**src/rtl/i2c_tg_pkg.sv**
```systemverilog
package i2c_tg_pkg;
  typedef enum logic [1:0] {
    OP_START   = 2'd0,
    OP_STOP    = 2'd1,
    OP_BIT     = 2'd2,
    OP_RESTART = 2'd3
  } op_e;

  typedef enum logic [3:0] {
    S_IDLE, S_ST_SU, S_ST_HD, S_LOW, S_LOW_OVH,
    S_HIGH, S_HIGH_OVH, S_SP_SU, S_RS_REL
  } st_e;

  localparam int unsigned EDGE_OVH = 4;
endpackage

```
**src/rtl/i2c_tg_prescale.sv**
```systemverilog
module i2c_tg_prescale #(
  parameter int unsigned W = 8
) (
  input  logic         clk_i,
  input  logic         rst_ni,
  input  logic         clr_i,
  input  logic [W-1:0] div_i,
  output logic         tick_o,
  output logic         first_o
);
  logic [W-1:0] pre_q;

  assign tick_o  = (pre_q == div_i);
  assign first_o = (pre_q == '0);

  always_ff @(posedge clk_i or negedge rst_ni) begin
    if (!rst_ni)                pre_q <= '0;
    else if (clr_i || tick_o)   pre_q <= '0;
    else                        pre_q <= pre_q + 1'b1;
  end
endmodule

```
**src/rtl/i2c_tg_phase_cnt.sv**
```systemverilog
module i2c_tg_phase_cnt #(
  parameter int unsigned W = 9
) (
  input  logic         clk_i,
  input  logic         rst_ni,
  input  logic         clr_i,
  input  logic         step_i,
  input  logic [W-1:0] tgt_i,
  output logic [W-1:0] cnt_o,
  output logic         last_o
);
  logic [W-1:0] cnt_q;

  assign cnt_o  = cnt_q;
  assign last_o = step_i && (cnt_q == tgt_i);

  always_ff @(posedge clk_i or negedge rst_ni) begin
    if (!rst_ni)      cnt_q <= '0;
    else if (clr_i)   cnt_q <= '0;
    else if (step_i)  cnt_q <= cnt_q + 1'b1;
  end
endmodule

```
**src/rtl/i2c_scl_timing.sv**
```systemverilog
module i2c_scl_timing
  import i2c_tg_pkg::*;
#(
  parameter int unsigned CNT_W = 8,
  parameter int unsigned FLT_W = 3
) (
  input  logic             clk_i,
  input  logic             rst_ni,
  input  logic [CNT_W-1:0] clk_div_i,
  input  logic [CNT_W-1:0] scl_lo_i,
  input  logic [CNT_W-1:0] scl_hi_i,
  input  logic [CNT_W-1:0] sta_su_i,
  input  logic [CNT_W-1:0] sta_hd_i,
  input  logic [CNT_W-1:0] sto_su_i,
  input  logic [CNT_W-1:0] dat_su_i,
  input  logic [CNT_W-1:0] dat_hd_i,
  input  logic [CNT_W-1:0] rs_rel_i,
  input  logic [FLT_W-1:0] flt_cyc_i,
  input  logic             cmd_valid_i,
  input  logic [1:0]       cmd_op_i,
  output logic             cmd_ready_o,
  output logic             scl_drive_o,
  output logic             sda_launch_o,
  output logic             sda_sample_o,
  output logic             start_stb_o,
  output logic             stop_stb_o,
  output logic             done_o
);
  localparam int unsigned PW = CNT_W + 1;

  st_e         st_q, st_d;
  op_e         op_q;
  logic        park_q;
  logic        tick, first, step, last, clr;
  logic [PW-1:0] tgt, ph_cnt, lo_need, lo_eff, ovh_tgt;

  // low phase stretched so SDA hold + setup fit inside it
  assign lo_need = PW'(dat_hd_i) + PW'(dat_su_i) + PW'(1);
  assign lo_eff  = (lo_need > PW'(scl_lo_i)) ? lo_need : PW'(scl_lo_i);
  assign ovh_tgt = PW'(EDGE_OVH - 1) + PW'(flt_cyc_i);

  always_comb begin
    tgt  = '0;
    step = tick;
    unique case (st_q)
      S_ST_SU:    tgt = PW'(sta_su_i);
      S_ST_HD:    tgt = PW'(sta_hd_i);
      S_LOW:      tgt = lo_eff;
      S_HIGH:     tgt = PW'(scl_hi_i);
      S_SP_SU:    tgt = PW'(sto_su_i);
      S_RS_REL:   tgt = PW'(rs_rel_i);
      S_LOW_OVH, S_HIGH_OVH: begin
        tgt  = ovh_tgt;
        step = 1'b1;
      end
      default:    tgt = '0;
    endcase
  end

  assign clr = (st_q == S_IDLE) || last;

  i2c_tg_prescale #(.W(CNT_W)) u_pre (
    .clk_i, .rst_ni, .clr_i(clr), .div_i(clk_div_i),
    .tick_o(tick), .first_o(first)
  );

  i2c_tg_phase_cnt #(.W(PW)) u_ph (
    .clk_i, .rst_ni, .clr_i(clr), .step_i(step), .tgt_i(tgt),
    .cnt_o(ph_cnt), .last_o(last)
  );

  always_comb begin
    st_d = st_q;
    if (st_q == S_IDLE) begin
      if (cmd_valid_i) st_d = (op_e'(cmd_op_i) == OP_START) ? S_ST_SU : S_LOW;
    end else if (last) begin
      unique case (st_q)
        S_ST_SU:    st_d = S_ST_HD;
        S_RS_REL:   st_d = S_ST_HD;
        S_LOW:      st_d = S_LOW_OVH;
        S_HIGH:     st_d = S_HIGH_OVH;
        S_LOW_OVH: begin
          unique case (op_q)
            OP_STOP:    st_d = S_SP_SU;
            OP_RESTART: st_d = S_RS_REL;
            default:    st_d = S_HIGH;
          endcase
        end
        default:    st_d = S_IDLE;
      endcase
    end
  end

  always_ff @(posedge clk_i or negedge rst_ni) begin
    if (!rst_ni) begin
      st_q   <= S_IDLE;
      op_q   <= OP_START;
      park_q <= 1'b0;
    end else begin
      st_q <= st_d;
      if (st_q == S_IDLE && cmd_valid_i) op_q <= op_e'(cmd_op_i);
      if (done_o) park_q <= (op_q != OP_STOP);
    end
  end

  assign cmd_ready_o  = (st_q == S_IDLE);
  assign scl_drive_o  = (st_q == S_LOW) || (st_q == S_LOW_OVH) ||
                        ((st_q == S_IDLE) && park_q);
  assign sda_launch_o = (st_q == S_LOW) && first && (ph_cnt == PW'(dat_hd_i));
  assign sda_sample_o = (st_q == S_HIGH) && first && (ph_cnt == '0);
  assign start_stb_o  = last && ((st_q == S_ST_SU) || (st_q == S_RS_REL));
  assign done_o       = last && ((st_q == S_ST_HD) || (st_q == S_HIGH_OVH) ||
                                 (st_q == S_SP_SU));
  assign stop_stb_o   = last && (st_q == S_SP_SU);
endmodule

```
**config.mk**
```make
export PLATFORM = sky130hd
export DESIGN_NAME = i2c_scl_timing
export DESIGN_NICKNAME = d
export VERILOG_FILES = /design/src/rtl/i2c_tg_pkg.sv /design/src/rtl/i2c_tg_prescale.sv /design/src/rtl/i2c_tg_phase_cnt.sv /design/src/rtl/i2c_scl_timing.sv
export SDC_FILE = /design/constraint.sdc
export NUM_CORES = 1
export LEC_CHECK = 0
export BUFFER_PORTS_ARGS = -buffer_cell sky130_fd_sc_hd__buf_2
export CELL_PAD_IN_SITES_DETAIL_PLACEMENT = 0
export CELL_PAD_IN_SITES_GLOBAL_PLACEMENT = 1
export CORE_MARGIN = 2
export CORE_UTILIZATION = 36
export CTS_BUF_LIST = sky130_fd_sc_hd__clkbuf_2 sky130_fd_sc_hd__clkbuf_4 sky130_fd_sc_hd__clkbuf_8
export DETAILED_ROUTE_END_ITERATION = 16
export GPL_ROUTABILITY_DRIVEN = 0
export PLACE_DENSITY = 0.8
export SLEW_MARGIN = 10
export SYNTH_ARGS = -nofsm -noshare
export SYNTH_HDL_FRONTEND = slang
export SYNTH_SLANG_ARGS = --single-unit
```
**constraint.sdc**
```tcl
create_clock -name clk_i -period 6.1 [get_ports clk_i]
set_clock_uncertainty 0.15 [all_clocks]
set_input_delay 1.22 -clock clk_i [delete_from_list [all_inputs] [get_ports clk_i]]
set_output_delay 1.22 -clock clk_i [all_outputs]
set_load 0.01 [all_outputs]
```
==> flow_summary.yaml <==
clocking:
  holdBufCountCts: 0
  clkTransAtPathRegs_ns: 0.08
  cts_buffer_depth: 2
  cts_tree: "done"
  htree_levels: 1
  insertion_delay_ns: 0.27
  clock-root-buffer: "clkbuf_8"
  cts_buffers: 3
  clock-sinks: 24
synth:
  synth.distinct_cells: 72
  synth_ff_type: "dfrtp_1"
  yosysWarnings: 0
  synth-edff-count: 0
  syn_inst: 368
  ys_seq_elements: 24
  syn_area_per_cell_um2: 8.14
  ys_async_sr_fraction: 1.00
  syn_area_um2: 2990
  synth_fp_nets: 470
  yosysSeqAreaShare: 0.201
timing:
  clock.fmax_mhz: 160
  hold_viol_final: 0
  rsz0062_at_grt: "yes"
  holdWs_ns: 0.365
  tightest_slew_ns: 0.866
  fin_crit_ns: 6.24
  maxSlewViolCount: 0
  timing.final.crit_share: 1.02
  finalSetupViolations: 3
  slew_headroom: 0.422
  setup_ws_ns: -0.140
worst_setup_path:
  path_class: "primary input to output pin"
  path_cells: "buf_6 -> inv_4 -> ha_4 -> inv_2 -> fa_2 -> a211oi_4 -> o21ai_2 -> xor2_1 -> ha_1 -> and3_4 -> or3b_4 -> o211a_4 -> o21ai_2 -> a21oi_2 -> or3_4 -> a2111oi_4 -> buf_4 -> and3_4 -> buf_6"
  cp-start-kind: "primary input"
  cp_max_fo: 5
  cp.required_ns: 4.73
  worstPathArrival_ns: 4.87
  critPathMaxStageDelay_ns: 0.40
  cp_slowest_cell: "or3b_4"
  cp-end-kind: "output pin"
final_layout:
  area_growth_pct: 29.3
  fin_util: 0.476
  final_cell_mix: "82 x buf_2, 34 x buf_4, 25 x xnor2_1"
  final_nets: 572
  num_antenna_cells: 0
  drive_gt1_frac: 0.350
  final_common_cell: "buf_2"
job:
  maxCapViolations: 0
pwr:
  powerDensity_nw_per_um2: 186
  leakage_nw: 1.77
  vdd_drop_max_uv: 84.3
grt:
  grt_pass1_vias: 2829
  gr-total-overflow: 0
  antenna_found_initial: 0
  grt_pass1_wl_mm: 13.6
  grtUsageTotal: 0.186
  grt_max_degree: 30
status:
  status: "finished with violations"
  violations: "setup timing"
die:
  coreArea_um2: 8130
  die_area_um2: 9060
  row_count: 33
  io_pins: 87
  die_w_um: 95.2
  die_h_um: 95.2
  initial_core_util: 0.368
place:
  port_buffers: 86
  hpwl_mm: 6.72
drt:
  vias_per_cell: 5.42
  dr.pass1.iters: 4
  drc: 0
  drtAntennaViolNets: 0
  via_count: 3112
  routedWlPerCell_um: 14.9
  drt-total-wl_mm: 8.56
  drt_iter0_drc: 147
worst_hold_path:
  hp-class: "flop to flop"
registers in the layout, summed over array words and instances, names as in the netlist:
signal	flops
u_pre.pre_q	8
st_q	4
u_ph.cnt_o	9
park_q	1
op_q	2
logic make-up after synthesis:
group	count (synthesis)	synth area share
simple gates	140	0.263
compound gates	81	0.211
buf+inv	50	0.0761
xor+xnor	43	0.126
flops	24	0.201
fa+ha+maj	22	0.0944
mux	8	0.0284
through the flow:
step,setup slack (ns),setup TNS [ns],total power [mW],cells,instance area [um^2]
3_5_place_dp,-0.222,-0.622,0.585,566,3680
4_1_cts,-0.125,-0.313,0.711,571,3810
2_1_floorplan,-0.0340,-0.0340,0.472,368,3010
6_report,-0.140,-0.404,0.718,574,3870
5_1_grt,-0.278,-0.809,0.777,574,3870
3_3_place_gp,-0.116,-0.312,0.578,566,3680
cells in the mapped netlist (9+ instances only):
library cell | count | area [um^2]
nor2_1 | 25 | 93.8
and3_1 | 11 | 68.8
nand3_1 | 20 | 100
clkbuf_1 | 9 | 33.8
xnor2_1 | 25 | 219
ha_1 | 21 | 263
buf_2 | 9 | 45.0
inv_1 | 25 | 93.8
nand2_1 | 16 | 60.1
nand4_1 | 10 | 62.6
dfrtp_1 | 24 | 601
a21oi_1 | 14 | 70.1
o21ai_0 | 10 | 50.1
nor4_1 | 12 | 75.1
xor2_1 | 18 | 158
nor3_1 | 14 | 70.1
critical path: cells and delay by family:
kind            cells  cell delay [ns]
compound gates      6             1.10
xor+xnor            1             0.16
fa+ha+maj           3             0.80
buf+inv             5             0.46
simple gates        4             1.11
metal layers:
layer  vias up  part of all wire  track usage  routed length, um
li1       1564                 -            -                  -
met2        87              0.46        0.308               3960
met1      1457              0.48        0.265               4070
met3         4             0.055       0.0190                469
met4         0            0.0062       0.0326                 53
met5         -                 0            0                  0
area by class of cell:
cell class,count,area (um^2)
Fill cell,823,4260
Multi-Input combinational cell,294,2260
Timing Repair Buffer,120,711
Sequential cell,24,601
Tap cell,105,131
Inverter,27,109
Clock buffer,4,55.1
report_power, final:
group / total, mW / leakage (nW) / switching [mW] / internal (mW)
combinational: 0.377 / 1.43 / 0.181 / 0.196
sequential: 0.233 / 0.307 / 0.0458 / 0.187
clock: 0.108 / 0.0288 / 0.0508 / 0.0577
total: 0.718 / 1.77 / 0.278 / 0.441
path summary, 6_finish.rpt:
check / slack (ns) / cells past startpoint / startpoint / end
setup / recovery: -0.14 / 19 / dat_su_i[0] / done_o
hold / removal: 0.37 / 1 / op_q[0] / park_q
setup reg to reg: 2.25 / 11 / st_q[0] / st_q[3]
hold reg to reg: 0.37 / 1 / op_q[0] / park_q
max in group asynchronous: 4.64 / 1 / rst_ni / park_q
min in group asynchronous: 0.79 / 1 / rst_ni / u_pre.pre_q[2]
what timing repair did:
action	in CTS	in global routing
setup endpoints to repair	3	3
resized for setup	15	7
pin swaps	0	2
setup buffers	1	3
Power figures use the tool's default switching activity.
